===== config.mk =====
export PLATFORM = sky130hd
export DESIGN_NAME = pkt_hdr_parity_reg
export DESIGN_NICKNAME = d
export VERILOG_FILES = /design/src/rtl/pkt_reg_pkg.sv /design/src/rtl/phr_hdr_latch.sv /design/src/rtl/phr_hold_reg.sv /design/src/rtl/phr_out_sel.sv /design/src/rtl/phr_flags.sv /design/src/rtl/phr_parity.sv /design/src/rtl/pkt_hdr_parity_reg.sv
export SDC_FILE = /design/constraint.sdc
export NUM_CORES = 1
export LEC_CHECK = 0
export BUFFER_PORTS_ARGS = -buffer_cell sky130_fd_sc_hd__buf_4
export CAP_MARGIN = 20
export CORE_ASPECT_RATIO = 2
export CORE_MARGIN = 2
export CORE_UTILIZATION = 44
export CTS_BUF_LIST = sky130_fd_sc_hd__clkbuf_8
export CTS_CLUSTER_DIAMETER = 60
export DETAILED_ROUTE_END_ITERATION = 7
export GPL_TIMING_DRIVEN = 0
export SLEW_MARGIN = 40
export SYNTH_ARGS = -nofsm -noshare
export SYNTH_HDL_FRONTEND = slang
export SYNTH_SLANG_ARGS = --single-unit

===== constraint.sdc =====
create_clock -name clk -period 3.6 [get_ports clk]
set_clock_uncertainty 0.1 [all_clocks]
set_input_delay 0.36 -clock clk [delete_from_list [all_inputs] [get_ports clk]]
set_output_delay 0.36 -clock clk [all_outputs]
set_load 0.01 [all_outputs]

===== src/rtl/pkt_reg_pkg.sv =====
package pkt_reg_pkg;

    parameter int unsigned BYTE_W = 8;
    parameter int unsigned ADDR_W = 2;
    localparam int unsigned LEN_W = BYTE_W - ADDR_W;

    typedef logic [BYTE_W-1:0] byte_t;

    // Contents of the one-deep hold register used under back-pressure
    typedef struct packed {
        byte_t data;
        logic  is_par;   // held byte is the packet parity byte
        logic  vld;      // hold register occupied
    } held_t;

    // The all-ones address is reserved and never names a queue
    function automatic logic addr_usable(input byte_t hdr);
        return hdr[ADDR_W-1:0] != {ADDR_W{1'b1}};
    endfunction

endpackage


===== src/rtl/phr_hdr_latch.sv =====
module phr_hdr_latch
    import pkt_reg_pkg::*;
(
    input  logic  clk,
    input  logic  rst,
    input  logic  st_decode,
    input  logic  pkt_vld,
    input  byte_t din,
    output byte_t hdr
);

    logic take;

    always_comb begin
        take = st_decode && pkt_vld && addr_usable(din);
    end

    always_ff @(posedge clk) begin
        if (rst) begin
            hdr <= '0;
        end else if (take) begin
            hdr <= din;
        end
    end

endmodule


===== src/rtl/phr_hold_reg.sv =====
module phr_hold_reg
    import pkt_reg_pkg::*;
(
    input  logic  clk,
    input  logic  rst,
    input  logic  st_load,
    input  logic  st_resume,
    input  logic  pkt_vld,
    input  logic  q_full,
    input  byte_t din,
    output held_t held
);

    always_ff @(posedge clk) begin
        if (rst) begin
            held <= '0;
        end else if (st_load && q_full) begin
            held.data   <= din;
            held.is_par <= !pkt_vld;
            held.vld    <= 1'b1;
        end else if (st_resume) begin
            held.vld    <= 1'b0;
        end
    end

endmodule


===== src/rtl/phr_out_sel.sv =====
module phr_out_sel
    import pkt_reg_pkg::*;
(
    input  logic  clk,
    input  logic  rst,
    input  logic  st_first,
    input  logic  st_load,
    input  logic  st_resume,
    input  logic  q_full,
    input  byte_t din,
    input  byte_t hdr,
    input  held_t held,
    output byte_t dout
);

    typedef enum logic [1:0] {SRC_KEEP, SRC_HDR, SRC_DIN, SRC_HELD} src_e;

    src_e src;

    always_comb begin
        src = SRC_KEEP;
        if (st_first) begin
            src = SRC_HDR;
        end else if (st_load && !q_full) begin
            src = SRC_DIN;
        end else if (st_resume && held.vld) begin
            src = SRC_HELD;
        end
    end

    always_ff @(posedge clk) begin
        if (rst) begin
            dout <= '0;
        end else begin
            case (src)
                SRC_HDR:  dout <= hdr;
                SRC_DIN:  dout <= din;
                SRC_HELD: dout <= held.data;
                default:  dout <= dout;
            endcase
        end
    end

endmodule


===== src/rtl/phr_flags.sv =====
module phr_flags (
    input  logic clk,
    input  logic rst,
    input  logic st_decode,
    input  logic st_load,
    input  logic st_resume,
    input  logic st_clr_short,
    input  logic pkt_vld,
    input  logic q_full,
    output logic short_pkt,
    output logic par_done
);

    always_ff @(posedge clk) begin
        if (rst) begin
            short_pkt <= 1'b0;
        end else if (st_clr_short) begin
            short_pkt <= 1'b0;
        end else if (st_load && !pkt_vld) begin
            short_pkt <= 1'b1;
        end
    end

    always_ff @(posedge clk) begin
        if (rst) begin
            par_done <= 1'b0;
        end else if (st_decode) begin
            par_done <= 1'b0;
        end else if (st_load && !q_full && !pkt_vld) begin
            par_done <= 1'b1;
        end else if (st_resume && short_pkt && !par_done) begin
            par_done <= 1'b1;
        end
    end

endmodule


===== src/rtl/phr_parity.sv =====
module phr_parity
    import pkt_reg_pkg::*;
(
    input  logic  clk,
    input  logic  rst,
    input  logic  st_decode,
    input  logic  st_first,
    input  logic  st_load,
    input  logic  st_resume,
    input  logic  pkt_vld,
    input  logic  q_full,
    input  logic  par_done,
    input  byte_t din,
    input  byte_t hdr,
    input  held_t held,
    output logic  err
);

    byte_t calc_q;
    byte_t rx_q;
    logic  pay_now, par_now, pay_held, par_held;

    always_comb begin
        pay_now  = st_load && !q_full && pkt_vld;
        par_now  = st_load && !q_full && !pkt_vld;
        pay_held = st_resume && held.vld && !held.is_par;
        par_held = st_resume && held.vld && held.is_par;
    end

    always_ff @(posedge clk) begin
        if (rst || st_decode) begin
            calc_q <= '0;
        end else if (st_first) begin
            calc_q <= hdr;
        end else if (pay_now) begin
            calc_q <= calc_q ^ din;
        end else if (pay_held) begin
            calc_q <= calc_q ^ held.data;
        end
    end

    always_ff @(posedge clk) begin
        if (rst) begin
            rx_q <= '0;
        end else if (par_now) begin
            rx_q <= din;
        end else if (par_held) begin
            rx_q <= held.data;
        end
    end

    always_ff @(posedge clk) begin
        if (rst || st_decode) begin
            err <= 1'b0;
        end else if (par_done) begin
            err <= (rx_q != calc_q);
        end
    end

endmodule


===== src/rtl/pkt_hdr_parity_reg.sv =====
module pkt_hdr_parity_reg
    import pkt_reg_pkg::*;
(
    input  logic              clk,
    input  logic              rst,
    input  logic [BYTE_W-1:0] din,
    input  logic              pkt_vld,
    input  logic              q_full,
    input  logic              st_decode,
    input  logic              st_first,
    input  logic              st_load,
    input  logic              st_resume,
    input  logic              st_clr_short,
    output logic [BYTE_W-1:0] dout,
    output logic              err,
    output logic              short_pkt,
    output logic              par_done
);

    byte_t hdr;
    held_t held;

    phr_hdr_latch u_hdr (
        .clk(clk), .rst(rst), .st_decode(st_decode), .pkt_vld(pkt_vld),
        .din(din), .hdr(hdr)
    );

    phr_hold_reg u_hold (
        .clk(clk), .rst(rst), .st_load(st_load), .st_resume(st_resume),
        .pkt_vld(pkt_vld), .q_full(q_full), .din(din), .held(held)
    );

    phr_out_sel u_out (
        .clk(clk), .rst(rst), .st_first(st_first), .st_load(st_load),
        .st_resume(st_resume), .q_full(q_full), .din(din), .hdr(hdr),
        .held(held), .dout(dout)
    );

    phr_flags u_flags (
        .clk(clk), .rst(rst), .st_decode(st_decode), .st_load(st_load),
        .st_resume(st_resume), .st_clr_short(st_clr_short),
        .pkt_vld(pkt_vld), .q_full(q_full),
        .short_pkt(short_pkt), .par_done(par_done)
    );

    phr_parity u_par (
        .clk(clk), .rst(rst), .st_decode(st_decode), .st_first(st_first),
        .st_load(st_load), .st_resume(st_resume), .pkt_vld(pkt_vld),
        .q_full(q_full), .par_done(par_done), .din(din), .hdr(hdr),
        .held(held), .err(err)
    );

endmodule


# Word-level counts from Yosys, hierarchy flattened
# Cells that the tools add are included.
[op_classes]
n_reduce_logical = 24
shift = 0
div_mod_pow = 0
muxes = 13
order_cmp = 0
eq_ne = 5
bitwise_logic = 2
add_sub_neg = 0
n_mul = 0
[ops]
columns = ["cell", "n"]
rows = [
  ["8-bit two-way mux", 5],
  ["8-bit one-hot mux with 3 select lines", 1],
  ["8-bit bitwise XOR", 2],
  ["1-bit logical AND", 12],
  ["8-bit != test", 1],
  ["2-bit two-way mux", 3],
  ["2-bit nonzero test", 3],
  ["3-bit nonzero test", 2],
  ["2-bit equality test, second input constant", 2],
  ["1-bit logical NOT", 4],
  ["1-bit two-way mux", 4],
  ["2-bit OR reduction", 2],
  ["2-bit by 1-bit equality test with 1-bit output, second input constant", 1],
  ["2-bit != test, second input constant", 1],
  ["1-bit logical OR", 1],
]
[totals]
elab_cells = 54
latchBits = 0
n_memories = 0
ramBits = 0
ff_bits = 45
rom_bits = 0
out_inout_bits = 11
in_bits = 17

# Logic depth before layout (Yosys ltp)
[logic_depth]
depth_word = 6
depth_mapped = 6
depth_no_buf = 4

# Hierarchy
# From an unflattened synthesis, not the netlist that was laid out.
[unflattened]
hier_cells = 249
area_unflattened_um2 = 2386.0
[by_module_without_submodules]
columns = ["module", "n_inst", "seq_area_each_um2", "cells_per_inst", "area_per_inst_um2"]
rows = [
  ["phr_parity", 1, 340.3, 108, 1018.5],
  ["phr_out_sel", 1, 160.2, 54, 474.2],
  ["phr_hold_reg", 1, 200.2, 44, 447.9],
  ["phr_hdr_latch", 1, 160.2, 35, 359.1],
  ["phr_flags", 1, 40.0, 8, 86.3],
]

# Least setup slack after synthesis
# No wires, ideal clock.
[synth_timing]
kind = "input to register"
start = "input st_resume"
end = "register u_par.calc_q[6]"
path_buffers = 1
slack_ns = 2.062
path_stages = 5
t_arrival_ns = 1.370
cell_sequence = "buf_2 nand2_2 and4bb_4 mux2_4 a21oi_2"
[synth_via]
elab_chain_len = 3
[synth_rtl]
columns = ["element", "line_no", "text"]
rows = [
  ["from (decl)", "pkt_hdr_parity_reg.sv:12", "input logic st_resume,"],
  ["1-bit logical AND (2 in a row)", "phr_parity.sv:26", "pay_held = st_resume && held.vld && !held.is_par;"],
  ["3-bit nonzero test (no line)", "-", ""],
  ["to (signal assigned)", "phr_parity.sv:34", "calc_q <= hdr;"],
  ["to (signal assigned)", "phr_parity.sv:36", "calc_q <= calc_q ^ din;"],
  ["to (signal assigned)", "phr_parity.sv:38", "calc_q <= calc_q ^ held.data;"],
  ["to (decl)", "phr_parity.sv:19", "byte_t calc_q;"],
]
# No other way between the ends.
# A chain may end at the register's enable or synchronous reset.

# Worst setup path after layout
[layout_timing]
start = "register u_hold.held[1] (netlist name)"
end = "register u_par.rx_q[7]"
[layout_via]
elab_chain_len = 2
[layout_rtl]
columns = ["element", "line_no", "text"]
rows = [
  ["1-bit logical AND", "phr_parity.sv:27", "par_held = st_resume && held.vld && held.is_par;"],
  ["2-bit nonzero test (no line)", "-", ""],
  ["to (signal assigned)", "phr_parity.sv:46", "rx_q <= din;"],
  ["to (signal assigned)", "phr_parity.sv:48", "rx_q <= held.data;"],
  ["to (decl)", "phr_parity.sv:20", "byte_t rx_q;"],
]
# No other way between the ends.

==> results <==
- The via count of the first global-routing pass came to 1805.
- The pin count of the biggest net entering global routing is 13.
- In this run, post-CTS hold repair placed 0 buffers.
- The total count of hold-check failures in the final report is 0.
- The clock passes through at most 2 buffers.
- The number of rows created at floorplan is 36.
- In this run the power density over the cells is 397 nW/um^2.
- The worst hold path terminates at u_flags.short_pkt.
- In this run the tightest slew margin relative to its limit is 52.9%.
- Setup violations remaining at the end of the flow were counted as 0.
- In the global route stage, met1 resource usage came out at 27.7%.
- The final sum of negative setup slack is 0 ns.
- The worst hold path startpoint is st_clr_short.
- The remaining number of nets flagged by the antenna check after routing is 0.
- The number of storage elements in the synthesis netlist is 45.
- The first detailed-routing pass took 4 iterations.
- In this run, distinct cell masters in the synthesized netlist total 35.
- The minimum setup slack among reg-to-reg paths is 1.94 ns.
- The placeable core area is 4820 um^2.
- The remaining global-route overflow is 0.
- The kind of start point of the critical path is a flip-flop.
- The share of cells above drive strength 1 is 16.1%.
- The global-route met3 utilization is 3.30%.
- The count of pins over their slew limit came to 0.
- Yosys mapped a number of flops with a built-in enable equal to 0.
- Summed over all layers, the routed wires come to 5830 um.
- Once layout is complete, the utilization of the core stands at 52.1%.
- The die boundary width is 53.6 um.
- Synthesis produced a netlist whose cell count is 242.
- After layout, the minimum clock period comes to 1.66 ns.
- The tool flagged a number of max-cap violations equal to 0.
- The first global-routing pass estimated 9240 um of wire.
- The final design instance area without fill is 2510 um^2.
- The number of antenna diodes in the final layout is 0.
- Relative to the synthesized area, the layout overhead comes to 15.9%.
- The layout has 470 filler cells.
- The violation count after the first detailed-route iteration is 43.
- The buffer count from post-CTS setup fixing is 0.
- The sequential share of the synthesized area is 41.6%.
- The required time of the critical path is 3.71 ns.
- The post-detailed-route DRC marker count is 0.
- In this run the worst hold path is classified as in -> reg.
- The beginning of the worst register-to-register path is u_hold.held[1].
- The initial core utilization is 45.0%.
- The number of buffers created by CTS is 5.
- Synthesis produced a netlist with a net count of 259.
- In this run the mean area of a mapped cell was 8.95 um^2.
- The analysis attributes to cell leakage a power of 0.00109 uW.
- The floorplan step set the die height to 103 um.
- The most used flip-flop cell after synthesis is sky130_fd_sc_hd__dfxtp_1.
- Across every metal layer, demand over resource in global routing totals 23.3%.
- The initial antenna violation count is 0.
- Measured in cells, the most critical reg-to-reg path has a length of 4.
- In the routed layout, each cell is associated on average with a via count of 5.65.
- The fraction of synthesis flops using an asynchronous set or reset pin is 0%.
- At the pin with the least slew margin, the transition time is 0.704 ns.
- The cell area that synthesis handed to floorplanning was 2170 um^2.
- The total of buffers placed on input and output ports is 25.
- The last weighted congestion value of the routability-driven placer is 0.823.
- Detailed routing inserted a total of 1870 vias.
- TritonCTS built the clock tree.
- For the worst-skew pair, the clock arrives at the later sink with an insertion delay of 0.29 ns.
- The cell area after placement is 2430 um^2.
- The run finished with clean final reports.
- The kind of end point of the critical path is a flip-flop.
- The number of cells on the worst hold path is 2.
- In the final design database the tool counted 291 nets.
- The floorplan step defined a die boundary enclosing 5540 um^2.
- The library cell used as clock root buffer is sky130_fd_sc_hd__clkbuf_8.
- For this run, the top clock speed supported by timing is 602 MHz.
- The final critical-path share of the clock period is 46.1%.
- In the final routed layout, each cell accounts on average for 17.6 um.
- The maximum fanout along the worst path is 10.
- The critical path is of the reg -> reg type.
- The worst voltage drop across the vdd grid is 0.000332 V.
- STA puts the critical path data arrival time at 1.77 ns.
- Summed over all nets, the half-perimeter wirelength after detailed placement is 4330 um.
- In this run the number of H-tree levels came out at 2.
- The yosys synthesis warning count is 0.
- Global routing used 41.0% of the available met2 tracks.
- Hold is met by 0.120 ns.
- Setup repair after global routing left no endpoint under its margin.
- The global routing stage identified its most utilized layer as met2.
- Counting every sink on the clock net gives 45.
- Gates resized during post-CTS repair numbered 0.
- In this run the critical register-to-register path is captured at u_par.rx_q[7].
- 28 I/O pins were placed.
- Clock-pin slew was measured on the worst setup and hold paths at 0.08 ns.
==> per-stage QoR <==
step           power (uW)  setup WS (ns)  std cells
6_report              997           1.94        331
5_1_grt              1040           1.73        331
4_1_cts              1010           1.94        331
3_5_place_dp          692           1.75        324
3_3_place_gp          691           1.76        324
2_1_floorplan         631           2.06        242
==> cell usage in the layout (no fill, tap or decap), types with 2 or more instances in the layout <==
| cell type | n |
|---|---|
| sky130_fd_sc_hd__dfxtp_1 | 45 |
| sky130_fd_sc_hd__nand2_1 | 27 |
| sky130_fd_sc_hd__nor2_1 | 26 |
| sky130_fd_sc_hd__buf_4 | 26 |
| sky130_fd_sc_hd__mux2i_1 | 23 |
| sky130_fd_sc_hd__a21oi_1 | 18 |
| sky130_fd_sc_hd__a211oi_1 | 17 |
| sky130_fd_sc_hd__xor2_1 | 10 |
| sky130_fd_sc_hd__and3_1 | 8 |
| sky130_fd_sc_hd__o32ai_1 | 8 |
| sky130_fd_sc_hd__o21ai_0 | 8 |
| sky130_fd_sc_hd__clkbuf_1 | 7 |
| sky130_fd_sc_hd__and4b_1 | 7 |
| sky130_fd_sc_hd__clkbuf_8 | 6 |
| sky130_fd_sc_hd__xnor2_1 | 5 |
| sky130_fd_sc_hd__buf_1 | 4 |
| sky130_fd_sc_hd__buf_2 | 4 |
| sky130_fd_sc_hd__inv_1 | 3 |
| sky130_fd_sc_hd__nand2b_1 | 3 |
| sky130_fd_sc_hd__nand2_2 | 2 |
| sky130_fd_sc_hd__a31oi_1 | 2 |
==> routing by layer <==
layer / part of all wire, % / vias to the layer above
met1: 42 / 894
met5: 0 / -
met2: 53 / 42
met4: 1.8 / 0
li1: - / 926
met3: 2.9 / 8
==> how the worst max path moves through the flow <==
stage                     slack, ns         endpoint      startpoint
after floorplan                2.06  u_par.calc_q[6]       st_resume
after global routing           1.73    u_par.rx_q[1]  u_hold.held[1]
final                          1.94    u_par.rx_q[7]  u_hold.held[1]
after global placement         1.76  u_par.calc_q[6]             rst
after CTS                      1.94    u_par.rx_q[0]  u_hold.held[1]
after detailed placement       1.75  u_par.calc_q[6]             rst
==> sequential cells by signal, indices dropped and copies added (netlist names) <==
register,count
u_out.dout,8
u_flags.short_pkt,1
u_hold.held,10
u_flags.par_done,1
u_par.rx_q,8
u_par.err,1
u_hdr.hdr,8
u_par.calc_q,8
==> kinds of logic after synthesis <==
logic type | synth area share [%]
flip-flops | 41.6
XOR/XNOR | 6.06
multiplexers | 11.3
buffers and inverters | 4.04
AND/OR/NAND/NOR | 19.4
AO/OA/AOI/OAI | 17.6
==> where the power goes <==
part / total, uW / switching (uW) / internal (uW)
clock network: 317 / 167 / 150
logic: 142 / 82.3 / 60.0
registers: 538 / 17.7 / 521
total: 997 / 267 / 730
==> worst max-delay path, cell delays in order, from the launching register on <==
cell                       delay [ns]
sky130_fd_sc_hd__dfxtp_1         0.33
sky130_fd_sc_hd__clkbuf_1        0.35
sky130_fd_sc_hd__nand3_2         0.36
sky130_fd_sc_hd__mux2i_1         0.21
sky130_fd_sc_hd__a211oi_1        0.23
==> cell usage after synthesis (all sizes together) (8+ instances only) <==
library cell | count | area [um^2]
dfxtp | 45 | 901
nand2 | 29 | 114
nor2 | 26 | 97.6
mux2i | 23 | 230
a21oi | 20 | 115
a211oi | 17 | 128
buf | 10 | 53.8
xor2 | 10 | 87.6
and3 | 8 | 50.1
o21ai | 8 | 40.0
o32ai | 8 | 70.1
==> final cells by class <==
class | instances | area [um^2] | area share, %
Multi-Input combinational cell | 178 | 1180 | 46.9
Sequential cell | 45 | 901 | 35.9
Timing Repair Buffer | 25 | 188 | 7.47
Clock buffer | 6 | 82.6 | 3.29
Buffer | 17 | 80.1 | 3.19
Tap cell | 57 | 71.3 | 2.84
Inverter | 2 | 7.51 | 0.299
Clock inverter | 1 | 3.75 | 0.149
(Power assumes the default switching activity.)
